`config.mk`:
```
export PLATFORM = sky130hd
export DESIGN_NAME = tod_clock
export DESIGN_NICKNAME = d
export VERILOG_FILES = /design/src/rtl/tod_pkg.sv /design/src/rtl/tod_step_gen.sv /design/src/rtl/tod_acc96.sv /design/src/rtl/tod_acc64.sv /design/src/rtl/tod_clock.sv
export SDC_FILE = /design/constraint.sdc
export NUM_CORES = 1
export LEC_CHECK = 0
export ABC_CLOCK_PERIOD_IN_PS = 16350
export CAP_MARGIN = 30
export CELL_PAD_IN_SITES_DETAIL_PLACEMENT = 2
export CELL_PAD_IN_SITES_GLOBAL_PLACEMENT = 2
export CORE_ASPECT_RATIO = 1.75
export CORE_MARGIN = 2
export CORE_UTILIZATION = 42
export CTS_BUF_LIST = sky130_fd_sc_hd__clkbuf_8
export CTS_CLUSTER_DIAMETER = 200
export DETAILED_ROUTE_END_ITERATION = 12
export DONT_BUFFER_PORTS = 1
export PLACE_DENSITY_LB_ADDON = 0.3
export SLEW_MARGIN = 10
export SYNTH_ARGS = -nofsm -noshare
export SYNTH_HDL_FRONTEND = slang
export SYNTH_SLANG_ARGS = --single-unit
```
`constraint.sdc`:
```
create_clock -name clk -period 16.35 [get_ports clk]
set_input_delay 4.0875 -clock clk [delete_from_list [all_inputs] [get_ports clk]]
set_output_delay 4.0875 -clock clk [all_outputs]
set_load 0.03 [all_outputs]
```
`src/rtl/tod_pkg.sv`:
```
package tod_pkg;
  localparam longint unsigned NS_PER_SEC = 64'd1_000_000_000;

  // Width of the increment sum: widest addend plus two carry bits.
  function automatic int inc_width(input int a, input int b, input int c);
    int m;
    m = a;
    if (b > m) m = b;
    if (c > m) m = c;
    return m + 2;
  endfunction
endpackage

```
`src/rtl/tod_step_gen.sv`:
```
module tod_step_gen #(
  parameter int PER_NS_W     = 4,
  parameter int OFS_NS_W     = 4,
  parameter int DRF_NS_W     = 4,
  parameter int FNS_W        = 16,
  parameter int CNT_W        = 16,
  parameter int RATE_W       = 16,
  parameter int PER_LAT      = 2,
  parameter bit DRIFT_EN     = 1'b1,
  parameter int DEF_PER_NS   = 6,
  parameter int DEF_PER_FNS  = 'h6666,
  parameter int DEF_DRF_NS   = 0,
  parameter int DEF_DRF_FNS  = 0,
  parameter int DEF_DRF_RATE = 0,
  parameter int INC_W        = tod_pkg::inc_width(PER_NS_W + FNS_W, OFS_NS_W + FNS_W,
                                                  DRF_NS_W + FNS_W)
) (
  input  logic                clk,
  input  logic                rst,
  input  logic                per_valid,
  input  logic [PER_NS_W-1:0] per_ns,
  input  logic [FNS_W-1:0]    per_fns,
  input  logic                adj_valid,
  input  logic [OFS_NS_W-1:0] adj_ns,
  input  logic [FNS_W-1:0]    adj_fns,
  input  logic [CNT_W-1:0]    adj_count,
  input  logic                drift_valid,
  input  logic [DRF_NS_W-1:0] drift_ns,
  input  logic [FNS_W-1:0]    drift_fns,
  input  logic [RATE_W-1:0]   drift_rate,
  output logic [INC_W-1:0]    inc_o,
  output logic                adj_active_o
);
  localparam int PER_W = PER_NS_W + FNS_W;
  localparam int OFS_W = OFS_NS_W + FNS_W;
  localparam int DRF_W = DRF_NS_W + FNS_W;
  localparam logic [PER_W-1:0] DEF_PER = {PER_NS_W'(DEF_PER_NS), FNS_W'(DEF_PER_FNS)};

  // Period pipeline: stage 0 captures an update, later stages delay it.
  logic [PER_W-1:0] per_pipe [PER_LAT];

  always_ff @(posedge clk) begin
    if (rst) begin
      for (int i = 0; i < PER_LAT; i++) per_pipe[i] <= DEF_PER;
    end else begin
      if (per_valid) per_pipe[0] <= {per_ns, per_fns};
      for (int i = 1; i < PER_LAT; i++) per_pipe[i] <= per_pipe[i-1];
    end
  end

  // Offset correction: amount plus remaining cycle count.
  logic [OFS_W-1:0] adj_amt;
  logic [CNT_W-1:0] adj_cnt;
  logic [OFS_W-1:0] adj_add;

  always_ff @(posedge clk) begin
    if (rst) begin
      adj_amt <= '0;
      adj_cnt <= '0;
    end else if (adj_valid) begin
      adj_amt <= {adj_ns, adj_fns};
      adj_cnt <= adj_count;
    end else if (adj_cnt != '0) begin
      adj_cnt <= adj_cnt - CNT_W'(1);
    end
  end

  assign adj_add      = (adj_cnt != '0) ? adj_amt : '0;
  assign adj_active_o = (adj_cnt != '0);

  // Drift correction: optional, selected by parameter.
  logic [DRF_W-1:0] drf_add;

  if (DRIFT_EN) begin : g_drift
    logic [DRF_W-1:0]  drf_amt;
    logic [RATE_W-1:0] drf_rate;
    logic [RATE_W-1:0] drf_cnt;
    logic              drf_fire;

    assign drf_fire = (drf_rate != '0) && (drf_cnt == drf_rate - RATE_W'(1));

    always_ff @(posedge clk) begin
      if (rst) begin
        drf_amt  <= {DRF_NS_W'(DEF_DRF_NS), FNS_W'(DEF_DRF_FNS)};
        drf_rate <= RATE_W'(DEF_DRF_RATE);
        drf_cnt  <= '0;
      end else if (drift_valid) begin
        drf_amt  <= {drift_ns, drift_fns};
        drf_rate <= drift_rate;
        drf_cnt  <= '0;
      end else if (drf_rate == '0 || drf_fire) begin
        drf_cnt  <= '0;
      end else begin
        drf_cnt  <= drf_cnt + RATE_W'(1);
      end
    end

    assign drf_add = drf_fire ? drf_amt : '0;
  end else begin : g_no_drift
    assign drf_add = '0;
  end

  // Registered increment keeps the adders off the timestamp carry path.
  always_ff @(posedge clk) begin
    if (rst) inc_o <= INC_W'(DEF_PER);
    else     inc_o <= INC_W'(per_pipe[PER_LAT-1]) + INC_W'(adj_add) + INC_W'(drf_add);
  end
endmodule

```
`src/rtl/tod_acc96.sv`:
```
module tod_acc96 #(
  parameter int SEC_W = 48,
  parameter int NS_W  = 32,
  parameter int FNS_W = 16,
  parameter int INC_W = 22
) (
  input  logic                          clk,
  input  logic                          rst,
  input  logic                          ld_valid,
  input  logic [SEC_W+NS_W+FNS_W-1:0]   ld_value,
  input  logic [INC_W-1:0]              inc,
  output logic [SEC_W+NS_W+FNS_W-1:0]   ts,
  output logic                          pps
);
  localparam int NSF_W = NS_W + FNS_W;
  localparam logic [NSF_W:0] ROLL = (NSF_W+1)'(tod_pkg::NS_PER_SEC) << FNS_W;

  logic [SEC_W-1:0] sec_q;
  logic [NSF_W-1:0] ns_q;
  logic [NSF_W:0]   sum;
  logic             wrap;
  logic [NSF_W:0]   ns_nxt;

  assign sum    = {1'b0, ns_q} + (NSF_W+1)'(inc);
  assign wrap   = (sum >= ROLL);
  assign ns_nxt = wrap ? (sum - ROLL) : sum;

  always_ff @(posedge clk) begin
    if (rst) begin
      sec_q <= '0;
      ns_q  <= '0;
      pps   <= 1'b0;
    end else if (ld_valid) begin
      sec_q <= ld_value[SEC_W+NSF_W-1:NSF_W];
      ns_q  <= ld_value[NSF_W-1:0];
      pps   <= 1'b0;
    end else begin
      sec_q <= sec_q + SEC_W'(wrap);
      ns_q  <= ns_nxt[NSF_W-1:0];
      pps   <= wrap;
    end
  end

  assign ts = {sec_q, ns_q};
endmodule

```
`src/rtl/tod_acc64.sv`:
```
module tod_acc64 #(
  parameter int TS_W  = 64,
  parameter int INC_W = 22
) (
  input  logic             clk,
  input  logic             rst,
  input  logic             ld_valid,
  input  logic [TS_W-1:0]  ld_value,
  input  logic [INC_W-1:0] inc,
  output logic [TS_W-1:0]  ts
);
  always_ff @(posedge clk) begin
    if (rst)           ts <= '0;
    else if (ld_valid) ts <= ld_value;
    else               ts <= ts + TS_W'(inc);
  end
endmodule

```
`src/rtl/tod_clock.sv`:
```
module tod_clock #(
  parameter int SEC_W        = 48,
  parameter int NS_W         = 32,
  parameter int FNS_W        = 16,
  parameter int TS64_W       = 64,
  parameter int PER_NS_W     = 4,
  parameter int OFS_NS_W     = 4,
  parameter int DRF_NS_W     = 4,
  parameter int CNT_W        = 16,
  parameter int RATE_W       = 16,
  parameter int PER_LAT      = 2,
  parameter bit DRIFT_EN     = 1'b1,
  parameter int DEF_PER_NS   = 6,
  parameter int DEF_PER_FNS  = 'h6666,
  parameter int DEF_DRF_NS   = 0,
  parameter int DEF_DRF_FNS  = 0,
  parameter int DEF_DRF_RATE = 0
) (
  input  logic                          clk,
  input  logic                          rst,
  input  logic                          ld96_valid,
  input  logic [SEC_W+NS_W+FNS_W-1:0]   ld96_value,
  input  logic                          ld64_valid,
  input  logic [TS64_W-1:0]             ld64_value,
  input  logic                          per_valid,
  input  logic [PER_NS_W-1:0]           per_ns,
  input  logic [FNS_W-1:0]              per_fns,
  input  logic                          adj_valid,
  input  logic [OFS_NS_W-1:0]           adj_ns,
  input  logic [FNS_W-1:0]              adj_fns,
  input  logic [CNT_W-1:0]              adj_count,
  output logic                          adj_active,
  input  logic                          drift_valid,
  input  logic [DRF_NS_W-1:0]           drift_ns,
  input  logic [FNS_W-1:0]              drift_fns,
  input  logic [RATE_W-1:0]             drift_rate,
  output logic [SEC_W+NS_W+FNS_W-1:0]   ts96,
  output logic [TS64_W-1:0]             ts64,
  output logic                          step,
  output logic                          pps
);
  localparam int INC_W = tod_pkg::inc_width(PER_NS_W + FNS_W, OFS_NS_W + FNS_W,
                                            DRF_NS_W + FNS_W);

  logic [INC_W-1:0] inc;

  tod_step_gen #(
    .PER_NS_W(PER_NS_W), .OFS_NS_W(OFS_NS_W), .DRF_NS_W(DRF_NS_W), .FNS_W(FNS_W),
    .CNT_W(CNT_W), .RATE_W(RATE_W), .PER_LAT(PER_LAT), .DRIFT_EN(DRIFT_EN),
    .DEF_PER_NS(DEF_PER_NS), .DEF_PER_FNS(DEF_PER_FNS), .DEF_DRF_NS(DEF_DRF_NS),
    .DEF_DRF_FNS(DEF_DRF_FNS), .DEF_DRF_RATE(DEF_DRF_RATE), .INC_W(INC_W)
  ) step_gen_i (
    .clk(clk), .rst(rst),
    .per_valid(per_valid), .per_ns(per_ns), .per_fns(per_fns),
    .adj_valid(adj_valid), .adj_ns(adj_ns), .adj_fns(adj_fns), .adj_count(adj_count),
    .drift_valid(drift_valid), .drift_ns(drift_ns), .drift_fns(drift_fns),
    .drift_rate(drift_rate),
    .inc_o(inc), .adj_active_o(adj_active)
  );

  tod_acc96 #(.SEC_W(SEC_W), .NS_W(NS_W), .FNS_W(FNS_W), .INC_W(INC_W)) acc96_i (
    .clk(clk), .rst(rst), .ld_valid(ld96_valid), .ld_value(ld96_value),
    .inc(inc), .ts(ts96), .pps(pps)
  );

  tod_acc64 #(.TS_W(TS64_W), .INC_W(INC_W)) acc64_i (
    .clk(clk), .rst(rst), .ld_valid(ld64_valid), .ld_value(ld64_value),
    .inc(inc), .ts(ts64)
  );

  always_ff @(posedge clk) begin
    if (rst) step <= 1'b0;
    else     step <= ld96_valid | ld64_valid;
  end
endmodule

```
After elaboration in Yosys (flattened, before gate mapping):

Memory sizes are Yosys's and may differ from the RTL's.
Index checks and enable logic that the tools add are counted.

* bits in read-only memories: 0
* latch bits: 0
* memories kept: 1
* input bits: 259
* bits in registers: 272
* logic and storage cells: 50
* output and inout bits: 163
* memory bits (writable): 40

Memories
* step_gen_i.per_pipe: words 2, bits a word 20, read ports 2, clocked after memory_dff 0, write ports 2, line tod_step_gen.sv:40 `logic [PER_W-1:0] per_pipe [PER_LAT];`

* equality and inequality tests: 1
* bitwise gates (word level): 3
* shifts and indexed selects: 0
* $add $sub $neg: 9
* magnitude comparators: 1
* divide/modulo/power cells: 0
* muxes and demuxes: 16
* $mul: 0
* reductions and logical operators: 8

Operators by type and width (count)
* $mux 48: 3
* $mux 20: 4
* $add 64x22->64: 1
* $mux 64: 1
* $add 48x22->49: 1
* $ge 49x46->1 const B: 1
* $add 48x1->48: 1
* $sub 48x46->48 const B: 1
* $mux 16: 2
* $reduce_bool 16->1: 2
* $sub 16x1->16 const B: 2
* $add 22x20->22: 1
* $add 20x20->21: 1
* $add 16x1->16 const B: 1
* $eq 16x16->1: 1
* $logic_not 16->1: 1
* $mux 1: 6
* $or 1x1->1: 3
* $reduce_or 3->1: 1
* $reduce_bool 2->1: 1
* $reduce_or 2->1: 1
* $logic_and 1x1->1: 1
* $logic_or 1x1->1: 1

Depth between registers and ports, before layout:

* depth after elaboration: 5
* gate-level depth with buffers: 31
* gate-level depth less buffers: 30

Hierarchy:

A second synthesis with hierarchy kept.

* cells, all modules: 2317
* area, all modules: 19190.9 um2

By module, submodules not included
* tod_step_gen: times used 1, cells an instance 814, seq. area each 3403.3 um2, area each 7712.4 um2
* tod_acc96: times used 1, cells an instance 939, seq. area each 1941.9 um2, area each 6981.7 um2
* tod_acc64: times used 1, cells an instance 562, seq. area each 1281.2 um2, area each 4466.8 um2
* tod_clock: times used 1, cells an instance 2, seq. area each 20.0 um2, area each 30.0 um2

Least setup slack after synthesis:

No wires, ideal clock.

* kind: reg-to-reg
* start point: register acc96_i.ns_q[0]
* end point: register acc96_i.sec_q[47]
* data arrival time: 6603 ps
* data required time: 16264 ps
* setup slack: 9662 ps
* setup time: 86 ps
* stages on the path, launching flop included: 30
* clock period less this slack: 6688 ps
* path buffers: 3
* path through: dfxtp_1 > ha_1 > fa_1 > a21o_1 > a2111o_1 > a32oi_1 > o21ai_0 > a41oi_1 > nor2_1 > ha_1 > o21bai_1 > a211oi_1 > o21ai_2 > nand3_1 > a31o_2 > buf_6 > buf_2 > ha_1 > and3_1 > and2_1 > nor2b_1 > and3_1 > clkbuf_1 > and4_1 > nor2b_1 > nor2b_1 > nand3_1 > or3_1 > xor2_1 > a211oi_1

* cells in the longest elaborated chain, start to end: 4

RTL lines
* start, declared: line tod_acc96.sv:19 `logic [NSF_W-1:0] ns_q;`
* start signal, assigned: line tod_acc96.sv:35 `ns_q <= ld_value[NSF_W-1:0];`
* start signal, assigned: line tod_acc96.sv:39 `ns_q <= ns_nxt[NSF_W-1:0];`
* $add 48x22->49: line tod_acc96.sv:24 `assign sum = {1'b0, ns_q} + (NSF_W+1)'(inc);`
* $ge 49x46->1: line tod_acc96.sv:25 `assign wrap = (sum >= ROLL);`
* via acc96_i.wrap: line tod_acc96.sv:21 `logic wrap;`
* $add 48x1->48: line tod_acc96.sv:38 `sec_q <= sec_q + SEC_W'(wrap);`
* $mux 48: line tod_acc96.sv:33 `end else if (ld_valid) begin`
* end signal, assigned: line tod_acc96.sv:34 `sec_q <= ld_value[SEC_W+NSF_W-1:NSF_W];`
* end signal, assigned: line tod_acc96.sv:38
* end, declared: line tod_acc96.sv:18 `logic [SEC_W-1:0] sec_q;`

The timed path passes the listed nets, and every way through them passes these cells.
A chain may end at the register's enable or synchronous reset.

Final worst setup path:

* start point: register acc96_i.ns_q[0]
* end point: register acc96_i.sec_q[47]

* cells in the longest elaborated chain, start to end: 4

RTL lines (line)
* $add 48x22->49: tod_acc96.sv:24
* $ge 49x46->1: tod_acc96.sv:25
* $add 48x1->48: tod_acc96.sv:38
* $mux 48: tod_acc96.sv:33

No other way between the ends.

==> impl_metrics.py <==
metrics = {
    "run_status": {
        "outcome": "finished clean",
    },
    "worst_setup_path": {
        "critPathArrivalTime_ns": 8.71,
        "crit_family": "compound AO/OA/AOI/OAI gates",
        "cp.required_ns": 16.87,
        "worstSetupPathType": "reg -> reg",
        "path_buf_inv": 0,
        "cpPeakStageDelay_ns": 0.67,
        "cp_slowest_cell": "a31o_2",
        "end_kind": "flop",
        "cp-start-kind": "flop",
        "cp_max_fo": 34,
    },
    "floorplanning": {
        "num_io_pins": 422,
        "rows": 103,
        "core-area_um2": 45000,
        "dieArea_um2": 47100,
        "start_util": 0.423,
        "die_w_um": 165,
        "die_h_um": 286,
    },
    "routing": {
        "wl_um": 75100,
        "ant_nets": 0,
        "via_per_inst": 6.03,
        "drt_iter0_drc": 661,
        "routedWlPerCell_um": 25.8,
        "drt-pass1-iter-count": 4,
        "drc": 0,
        "vias": 17600,
    },
    "final_layout": {
        "syn_to_final_growth_pct": 7.62,
        "mostFrequentLayoutCells": "nor2_1, dfxtp_1, nand2_1, a21oi_1, xnor2_1",
        "finalNonFillerCells": 2917,
        "layout.nets": 2648,
        "layout-drive-gt1-share": 0.0588,
        "final_common_cell": "nor2_1",
    },
    "power_and_ir_drop": {
        "vdd_ir_drop_max_v": 0.0000741,
        "leakage_nw": 8.33,
        "power.density_nw_per_um2": 108,
    },
    "place": {
        "gp_congestion": 0.905,
        "io_buffer_count": 0,
        "hpwl_um": 55100,
        "dp_cells": 2818,
    },
    "timing": {
        "min_period_ns": 8.19,
        "slew_viol_final": 0,
        "skew_ns": 0.0282,
        "tightest_slew_ns": 0.907,
        "max_freq_mhz": 122,
        "maxSlewHeadroom": 0.396,
        "fin_crit_sh": 0.501,
        "rsz0062_at_grt": "false",
        "setup_viol": 0,
        "tns_ns": 0,
        "final_hold_viol_count": 0,
    },
    "flow_run": {
        "maxCapViolCount": 0,
    },
    "cts": {
        "clock_sinks": 312,
        "cts_tree": "done",
        "cts_setup_buffers": 0,
        "clkTransAtPathRegs_ns": 0.07,
        "cts_hold_buffers": 0,
        "clock_latency_ns": 0.64,
        "cts_made_buffers": 51,
        "clockBufferDepth": 3,
        "cts_resized": 0,
        "htree_levels": 2,
        "cts_root_buffer": "clkbuf_8",
    },
    "synth": {
        "ys_types": 92,
        "synthArstFlopShare": 0,
        "synth_ff_type": "dfxtp_1",
        "synth_area_um2": 19000,
        "ys_seq_area_frac": 0.349,
        "syn_avg_cell_area_um2": 8.19,
        "synth_cells": 2325,
        "synth-seq-cells": 312,
        "yosysWarnings": 0,
        "synth-edff-count": 40,
    },
    "global_routing": {
        "grt_pass1_vias": 20000,
        "antenna_found_initial": 10,
        "grtUsageTotal": 0.312,
        "grt_pass1_wl_um": 115000,
        "grt_max_degree": 273,
        "grt-ovfl-total": 0,
    },
    "min_path": {
        "worstHoldPathType": "reg -> reg",
    },
}
Yosys cell counts (11+ instances only):
library cell    n  share of area
a21o_1         28          0.011
ha_1           90          0.059
mux2i_1        82          0.043
nor3_1         60          0.016
and3_1         47          0.015
xnor2_1       105          0.048
nand2b_1       11         0.0036
nand4_1        26         0.0085
clkbuf_1       84          0.017
a211oi_1       56          0.022
or2_2          36          0.012
or3_1          33          0.011
nand3_1        83          0.022
o21bai_1       14         0.0055
nand2_1       175          0.034
nor2b_1        31          0.010
a31oi_1        20         0.0066
nor2_1        345          0.068
xor2_1         99          0.046
inv_1          61          0.012
nor4_1         14         0.0046
buf_1          14         0.0028
a21oi_1       171          0.045
o21ai_0        67          0.018
dfxtp_1       272           0.29
edfxtp_1       40          0.063
o21a_1         12         0.0047
and2_1         67          0.022
sequential cells by signal, summed over array words and instances (netlist names):
signal,count
acc64_i.ts,64
acc96_i.ns_q,48
acc96_i.sec_q,48
step_gen_i.per_pipe,40
step_gen_i.inc_o,22
step_gen_i.adj_amt,20
step_gen_i.g_drift.drf_amt,20
step_gen_i.adj_cnt,16
step_gen_i.g_drift.drf_cnt,16
step_gen_i.g_drift.drf_rate,16
acc96_i.pps,1
step,1
routing by layer:
layer  share of wire  vias to the layer above  track usage
met5         0.00017                        -            0
met4           0.063                        2        0.178
met3           0.067                      233       0.0860
met2            0.54                      529        0.599
met1            0.33                     8682        0.286
li1                -                     8154            -
layout make-up:
type,count,area (µm²)
fillers,5026,24500
flip-flops and latches,312,6650
multi-input cells,1857,11800
clock inverters,26,141
inverters,63,236
repair buffers,10,82.6
clock buffers,63,867
well taps,577,722
diodes,9,22.5
metrics by stage:
| step | power (mW) | hold slack, ns | area (µm²) | util | setup WS, ns |
|---|---|---|---|---|---|
| after global placement | 1.48 | 0.467 | 19400 | 0.432 | 8.56 |
| final | 2.21 | 0.503 | 20500 | 0.456 | 8.16 |
| after floorplan | 1.36 | 0.452 | 19100 | - | 9.66 |
| after global routing | 2.33 | 0.527 | 20500 | 0.456 | 7.56 |
| after detailed placement | 1.51 | 0.484 | 19400 | 0.432 | 8.21 |
| after CTS | 2.23 | 0.502 | 20500 | 0.455 | 8.16 |
worst paths after layout:
check,from,to,slack [ns],cells after the start
setup / recovery,acc96_i.ns_q[0],acc96_i.sec_q[47],8.16,26
hold / removal,step_gen_i.adj_amt[12],step_gen_i.adj_amt[12],0.50,2
setup reg to reg,acc96_i.ns_q[0],acc96_i.sec_q[47],8.16,26
hold reg to reg,step_gen_i.adj_amt[12],step_gen_i.adj_amt[12],0.50,2
worst min-delay path: stages (launching register included):
cell and delay (ns):
dfxtp_1 0.33, mux2i_1 0.07, nor2_1 0.07
kinds of logic (layout without fill, tap and decap cells):
family,Yosys count,in the layout,share of synthesized area
AO/OA/AOI/OAI,490,490,0.169
XOR/XNOR,204,204,0.0938
adder cells (fa/ha/maj),94,94,0.0633
buffers and inverters,175,162,0.0363
flip-flops,312,312,0.349
multiplexers,83,83,0.0437
other,1,29,0.000197
AND/OR/NAND/NOR,966,966,0.245
where the power goes:
group | internal [mW] | switching [mW] | leakage [nW] | total [mW]
Sequential | 0.841 | 0.158 | 2.65 | 0.998
Clock | 0.361 | 0.347 | 0.581 | 0.708
Combinational | 0.201 | 0.308 | 5.10 | 0.509
Total | 1.40 | 0.812 | 8.33 | 2.21
(Power assumes the default switching activity.)
